===== config.mk =====
export PLATFORM = sky130hd
export DESIGN_NAME = rect_blitter
export DESIGN_NICKNAME = d
export VERILOG_FILES = /design/src/rtl/rect_blitter.sv
export SDC_FILE = /design/constraint.sdc
export NUM_CORES = 2
export LEC_CHECK = 0
export BUFFER_PORTS_ARGS = -buffer_cell sky130_fd_sc_hd__buf_2
export CAP_MARGIN = 40
export CORE_ASPECT_RATIO = 0.6
export CORE_MARGIN = 3
export CORE_UTILIZATION = 50
export DETAILED_ROUTE_END_ITERATION = 8
export GPL_TIMING_DRIVEN = 0
export PLACE_DENSITY = 0.77
export SKIP_CTS_REPAIR_TIMING = 1
export SYNTH_ARGS = -nofsm -noshare
export SYNTH_HDL_FRONTEND = slang
export SYNTH_SLANG_ARGS = --single-unit

===== constraint.sdc =====
create_clock -name clk -period 17.8 [get_ports clk]
set_input_delay 0.89 -clock clk [delete_from_list [all_inputs] [get_ports clk]]
set_output_delay 0.89 -clock clk [all_outputs]
set_load 0.03 [all_outputs]

===== src/rtl/rect_blitter.sv =====
`timescale 1ns/1ps
module rect_blitter #(
  parameter int AW       = 12,
  parameter int FB_BYTES = 4096,
  parameter int CW       = 16,
  parameter int PW       = 16
) (
  input  logic          clk,
  input  logic          rst_n,
  input  logic          start,
  input  logic [7:0]    rop_code,
  input  logic [3:0]    fmt_code,
  input  logic          x_ascend,
  input  logic          y_ascend,
  input  logic          sep_regs,
  input  logic [CW-1:0] src_x,
  input  logic [CW-1:0] src_y,
  input  logic [CW-1:0] dst_x,
  input  logic [CW-1:0] dst_y,
  input  logic [CW-1:0] rect_w,
  input  logic [CW-1:0] rect_h,
  input  logic [PW-1:0] src_pitch,
  input  logic [PW-1:0] dst_pitch,
  input  logic [PW-1:0] shared_pitch,
  input  logic [AW-1:0] src_base,
  input  logic [AW-1:0] dst_base,
  input  logic [AW-1:0] shared_base,
  input  logic [31:0]   brush_color,
  input  logic [31:0]   black_color,
  input  logic [31:0]   white_color,
  output logic [AW-1:0] mem_addr,
  output logic          mem_re,
  output logic          mem_we,
  output logic [7:0]    mem_wdata,
  input  logic [7:0]    mem_rdata,
  output logic          busy,
  output logic          done,
  output logic [1:0]    status,
  output logic          wb_valid,
  output logic [CW-1:0] wb_dst_x,
  output logic [CW-1:0] wb_dst_y
);
  localparam int LW = AW + CW + PW + 4;
  localparam int BW = CW + 3;
  localparam logic [1:0] ST_OK = 2'd0, ST_FMT = 2'd1, ST_REJ = 2'd2, ST_UNIMP = 2'd3;

  typedef enum logic [2:0] {S_IDLE, S_CHECK, S_READ, S_WRITE, S_FILL, S_DONE} state_t;
  state_t st;

  logic [7:0]    l_rop;
  logic [3:0]    l_fmt;
  logic          l_xasc, l_yasc, l_sep;
  logic [CW-1:0] l_sx, l_sy, l_dx, l_dy, l_w, l_h;
  logic [PW-1:0] l_sp, l_dp, l_shp;
  logic [AW-1:0] l_sb, l_db, l_shb;
  logic [31:0]   l_col;

  logic [CW-1:0] rcnt;
  logic [BW-1:0] bcnt;
  logic [1:0]    pb;

  function automatic logic rect_bad(input logic [AW-1:0] base, input logic [PW-1:0] pitch,
                                    input logic [CW-1:0] x, input logic [CW-1:0] y,
                                    input logic [CW-1:0] w, input logic [CW-1:0] h,
                                    input logic [2:0] bp);
    logic [LW-1:0] last;
    last = LW'(base) + (LW'(y) + LW'(h) - LW'(1)) * LW'(pitch) + (LW'(x) + LW'(w)) * LW'(bp);
    rect_bad = (pitch == '0) || (LW'(x) > LW'(16383)) || (LW'(y) > LW'(16383)) ||
               (LW'(base) >= LW'(FB_BYTES)) ||
               ((w != '0) && (h != '0) && (last > LW'(FB_BYTES)));
  endfunction

  logic [2:0] bypp;
  always_comb begin
    case (l_fmt)
      4'd2:       bypp = 3'd1;
      4'd3, 4'd4: bypp = 3'd2;
      4'd5:       bypp = 3'd3;
      4'd6:       bypp = 3'd4;
      default:    bypp = 3'd0;
    endcase
  end

  logic [CW-1:0] dsx, dsy, ssx, ssy;
  assign dsx = l_xasc ? l_dx : l_dx + CW'(1) - l_w;
  assign dsy = l_yasc ? l_dy : l_dy + CW'(1) - l_h;
  assign ssx = l_xasc ? l_sx : l_sx + CW'(1) - l_w;
  assign ssy = l_yasc ? l_sy : l_sy + CW'(1) - l_h;

  logic [PW-1:0] dpitch, spitch;
  logic [AW-1:0] dbase, sbase;
  assign dpitch = l_sep ? l_dp : l_shp;
  assign spitch = l_sep ? l_sp : l_shp;
  assign dbase  = l_sep ? l_db : l_shb;
  assign sbase  = l_sep ? l_sb : l_shb;

  logic is_copy, rop_ok, empty, dst_bad, src_bad;
  assign is_copy = (l_rop == 8'hCC);
  assign rop_ok  = is_copy || (l_rop == 8'hF0) || (l_rop == 8'h00) || (l_rop == 8'hFF);
  assign empty   = (l_w == '0) || (l_h == '0);
  assign dst_bad = rect_bad(dbase, dpitch, dsx, dsy, l_w, l_h, bypp);
  assign src_bad = rect_bad(sbase, spitch, ssx, ssy, l_w, l_h, bypp);

  logic [BW-1:0] rowbytes;
  assign rowbytes = BW'(l_w) * BW'(bypp);

  logic          fwd_rows, fwd_bytes;
  logic [CW-1:0] r_idx;
  logic [BW-1:0] b_idx;
  assign fwd_rows  = (st == S_FILL) || l_yasc;
  assign fwd_bytes = (st == S_FILL) || l_xasc;
  assign r_idx = fwd_rows  ? rcnt : l_h - CW'(1) - rcnt;
  assign b_idx = fwd_bytes ? bcnt : rowbytes - BW'(1) - bcnt;

  logic [AW-1:0] src_addr, dst_addr;
  assign src_addr = AW'(LW'(sbase) + (LW'(ssy) + LW'(r_idx)) * LW'(spitch) +
                        LW'(ssx) * LW'(bypp) + LW'(b_idx));
  assign dst_addr = AW'(LW'(dbase) + (LW'(dsy) + LW'(r_idx)) * LW'(dpitch) +
                        LW'(dsx) * LW'(bypp) + LW'(b_idx));

  logic last_byte, last_row;
  assign last_byte = (bcnt == rowbytes - BW'(1));
  assign last_row  = (rcnt == l_h - CW'(1));

  logic [7:0] fill_byte;
  assign fill_byte = l_col[{pb, 3'b000} +: 8];

  assign busy      = (st != S_IDLE);
  assign done      = (st == S_DONE);
  assign wb_valid  = done && (status == ST_OK);
  assign mem_re    = (st == S_READ);
  assign mem_we    = (st == S_WRITE) || (st == S_FILL);
  assign mem_addr  = (st == S_READ) ? src_addr : dst_addr;
  assign mem_wdata = (st == S_FILL) ? fill_byte : mem_rdata;

  always_ff @(posedge clk) begin
    if (st == S_IDLE && start) begin
      l_rop  <= rop_code;
      l_fmt  <= fmt_code;
      l_xasc <= x_ascend;
      l_yasc <= y_ascend;
      l_sep  <= sep_regs;
      l_sx   <= src_x;
      l_sy   <= src_y;
      l_dx   <= dst_x;
      l_dy   <= dst_y;
      l_w    <= rect_w;
      l_h    <= rect_h;
      l_sp   <= src_pitch;
      l_dp   <= dst_pitch;
      l_shp  <= shared_pitch;
      l_sb   <= src_base;
      l_db   <= dst_base;
      l_shb  <= shared_base;
      l_col  <= (rop_code == 8'hF0) ? brush_color :
                (rop_code == 8'h00) ? black_color : white_color;
    end
  end

  always_ff @(posedge clk) begin
    if (!rst_n) begin
      st       <= S_IDLE;
      status   <= ST_OK;
      wb_dst_x <= '0;
      wb_dst_y <= '0;
      rcnt     <= '0;
      bcnt     <= '0;
      pb       <= '0;
    end else begin
      case (st)
        S_IDLE:  if (start) st <= S_CHECK;
        S_CHECK: begin
          rcnt <= '0;
          bcnt <= '0;
          pb   <= '0;
          st   <= S_DONE;
          if (bypp == 3'd0)           status <= ST_FMT;
          else if (dst_bad)           status <= ST_REJ;
          else if (!rop_ok)           status <= ST_UNIMP;
          else if (is_copy && src_bad) status <= ST_REJ;
          else begin
            status   <= ST_OK;
            wb_dst_x <= is_copy ? (l_xasc ? dsx + l_w : dsx) : l_dx;
            wb_dst_y <= l_yasc ? dsy + l_h : dsy;
            if (!empty) st <= is_copy ? S_READ : S_FILL;
          end
        end
        S_READ:  st <= S_WRITE;
        S_WRITE, S_FILL: begin
          if (last_byte) begin
            bcnt <= '0;
            pb   <= '0;
            if (last_row) st <= S_DONE;
            else begin
              rcnt <= rcnt + CW'(1);
              st   <= (st == S_WRITE) ? S_READ : S_FILL;
            end
          end else begin
            bcnt <= bcnt + BW'(1);
            pb   <= (pb == 2'(bypp - 3'd1)) ? 2'd0 : pb + 2'd1;
            st   <= (st == S_WRITE) ? S_READ : S_FILL;
          end
        end
        S_DONE:  st <= S_IDLE;
        default: st <= S_IDLE;
      endcase
    end
  end

  logic wrote;
  always_ff @(posedge clk) begin
    if (!rst_n)              wrote <= 1'b0;
    else if (st == S_CHECK)  wrote <= 1'b0;
    else if (mem_we)         wrote <= 1'b1;
  end

  // a refused operation leaves memory untouched
  a_r4_refused_no_write: assert property (@(posedge clk) disable iff (!rst_n)
    (done && status != ST_OK) |-> !wrote);

  a_r6_read_then_write: assert property (@(posedge clk) disable iff (!rst_n)
    mem_re |=> (mem_we && !mem_re));

  a_r11_busy_holds: assert property (@(posedge clk) disable iff (!rst_n)
    (busy && !done) |=> busy);

  a_r11_idle_quiet: assert property (@(posedge clk) disable iff (!rst_n)
    !busy |-> (!mem_we && !mem_re));

  a_r12_done_pulse: assert property (@(posedge clk) disable iff (!rst_n)
    done |=> (!done && !busy));
endmodule


==> results.ini <==
[run_status]
status=completed

[run]
cap_violations=0

[worst_setup_path]
cp-start-kind=flip-flop
path_max_fanout=10
required_ns=18.31
cp_slowest_cell=clkbuf_1
critPathArrivalTime_ns=16.63
path_class=reg2reg
slowest_delay_ns=0.73
setup.worst_path.end_class=flip-flop

[route]
routed_wirelength_um=207900
vias_per_cell=5.807
wl_per_cell_um=23.62
num_vias=51090
antenna_left=0
drt_iter0_drc=6314
drc=0
firstDrtPassIters=6

[die]
placementRows=96
die_h_um=272.2
core_um2=115800
start_util_pct=51.00
die-area_um2=122400
ios=361
die_w_um=449.7

[synth]
syn_area_um2=59060
synth-async-reset-ratio_pct=0
synthDistinctLibCells=92
yosys_warnings=0
synth_edf_count=227
synth-seq-area-share_pct=14.05
syn_area_per_cell_um2=8.824
syn_inst=6693
synth-seq-cells=301
syn_nets=8535
synth_ff_type=edfxtp_1

[timing]
maxSlewViolCount=0
finalHoldViolCount=0
skew_ns=0.05660
final-setup-viol-count=0
setup-tns-final_ns=0
max_freq_mhz=62.04
finalCriticalPeriod_ns=16.12
finalCritPeriodShare_pct=90.55
tightest_slew_ns=1.094
rsz0062_at_grt=no
maxSlewHeadroom_pct=27.04

[clock_tree]
cts_root_buffer=clkbuf_16
cts_sinks=301
clock_latency_ns=0.62
clockBufferDepth=3
cts_buffers=36
clk_pin_slew_worst_paths_ns=0.08
cts_tree=built
htree_levels=2

[placed_design]
port-buffer-count=359
placed_area_um2=63670
gp_congestion=1.085
dp.cells=8708
dp_hpwl_um=180500

[global_route]
grt_pass1_wl_um=311900
gr-total-overflow=0
first_global_vias=50310
grt_usage_pct=33.77
grt_max_degree=33
antenna_found_initial=18

[cells_and_area]
final_cells=8799
fin_util_pct=56.20
syn_to_final_growth_pct=10.19
layout_common_cells=1318 x inv_1, 886 x fa_1, 840 x nand2_1
final_common_cell=inv_1
nets=9025
drive_above_1_share_pct=8.293
final_area_um2=65080

[worst_hold_path]
hold_path.class=in2reg

==> per-layer routing <==
| layer | track usage [%] | share of wire, % |
|---|---|---|
| met1 | 49.38 | 42 |
| met2 | 44.95 | 38 |
| met4 | 10.41 | 3.7 |
| met3 | 13.88 | 16 |
| met5 | 0 | 0.022 |
==> worst paths after layout <==
kind	from	to	slack, ns	cells past startpoint
setup / recovery	l_xasc$_DFFE_PP_	wb_dst_x[6]$_SDFFE_PN0P_	1.68	52
hold / removal	src_y[11]	l_sy[11]$_DFFE_PP_	0.44	1
setup reg to reg	l_xasc$_DFFE_PP_	wb_dst_x[6]$_SDFFE_PN0P_	1.68	52
hold reg to reg	wb_dst_x[9]$_SDFFE_PN0P_	wb_dst_x[9]$_SDFFE_PN0P_	0.45	2
==> flip-flops by register name (all words and copies together) (netlist names), 16 cells and up <==
| signal | flops |
|---|---|
| bcnt | 19 |
| l_col | 32 |
| l_dp | 16 |
| l_dx | 16 |
| l_dy | 16 |
| l_h | 16 |
| l_shp | 16 |
| l_sp | 16 |
| l_sx | 16 |
| l_sy | 16 |
| l_w | 16 |
| rcnt | 16 |
| wb_dst_x | 16 |
| wb_dst_y | 16 |
==> kinds of logic after synthesis <==
kind of cell    after synthesis  share of synthesized area, %
fa+ha+maj                  1540                         43.89
simple gates               1924                         14.70
mux                         101                         1.939
flops                       301                         14.05
buf+inv                    1517                         9.657
xor+xnor                    355                         5.477
compound gates              955                         10.29
==> metrics by stage <==
step | setup slack (ns) | hold slack [ns]
floorplan | 5.730 | 0.4731
global placement | 1.344 | 0.4371
detailed placement | 2.372 | 0.4397
CTS | 2.275 | 0.4121
global route | 1.156 | 0.4314
finish | 1.682 | 0.4400
==> cells in the mapped netlist (all sizes together) (27+ instances only) <==
master,n,area [um2]
fa,886,17740
ha,654,8183
and2,96,600.6
mux2,27,304.0
a21o,123,923.4
dfxtp,74,1481
nand2,840,3153
nand3,66,330.3
nor2b,89,556.8
clkbuf,174,653.1
nor2,485,1823
o21ai,210,1051
a21oi,304,1521
nand4,54,344.1
and3,27,168.9
xnor2,257,2251
mux2i,66,660.6
nor4,36,225.2
edfxtp,227,6817
o21a,41,307.8
nor3,59,295.3
o21bai,58,435.4
xor2,89,779.5
inv,1319,4951
nand2b,81,506.7
==> final cells by class <==
| type | count | area [um2] |
|---|---|---|
| fill | 10360 | 50710 |
| multi-input combinational | 4875 | 45090 |
| sequential | 301 | 8298 |
| inverter | 1320 | 4955 |
| timing repair buffer | 452 | 2669 |
| tap | 1568 | 1962 |
| clock buffer | 45 | 987.2 |
| buffer | 197 | 748.2 |
| clock inverter | 21 | 319.1 |
| antenna | 20 | 50.05 |
==> critical path, delay by kind of cell, from the launching register on <==
family,cells,cell delay (ns)
DFF,1,0.33
buffers and inverters,13,3.77
AOI/OAI and AO/OA,18,4.74
and+or+nand+nor,10,2.34
xor gates and xnor gates,1,0.54
adders and majority gates,10,4.23
Power is not shown: default switching activity piles up to over one toggle a cycle in this logic, so the estimate is an artifact.
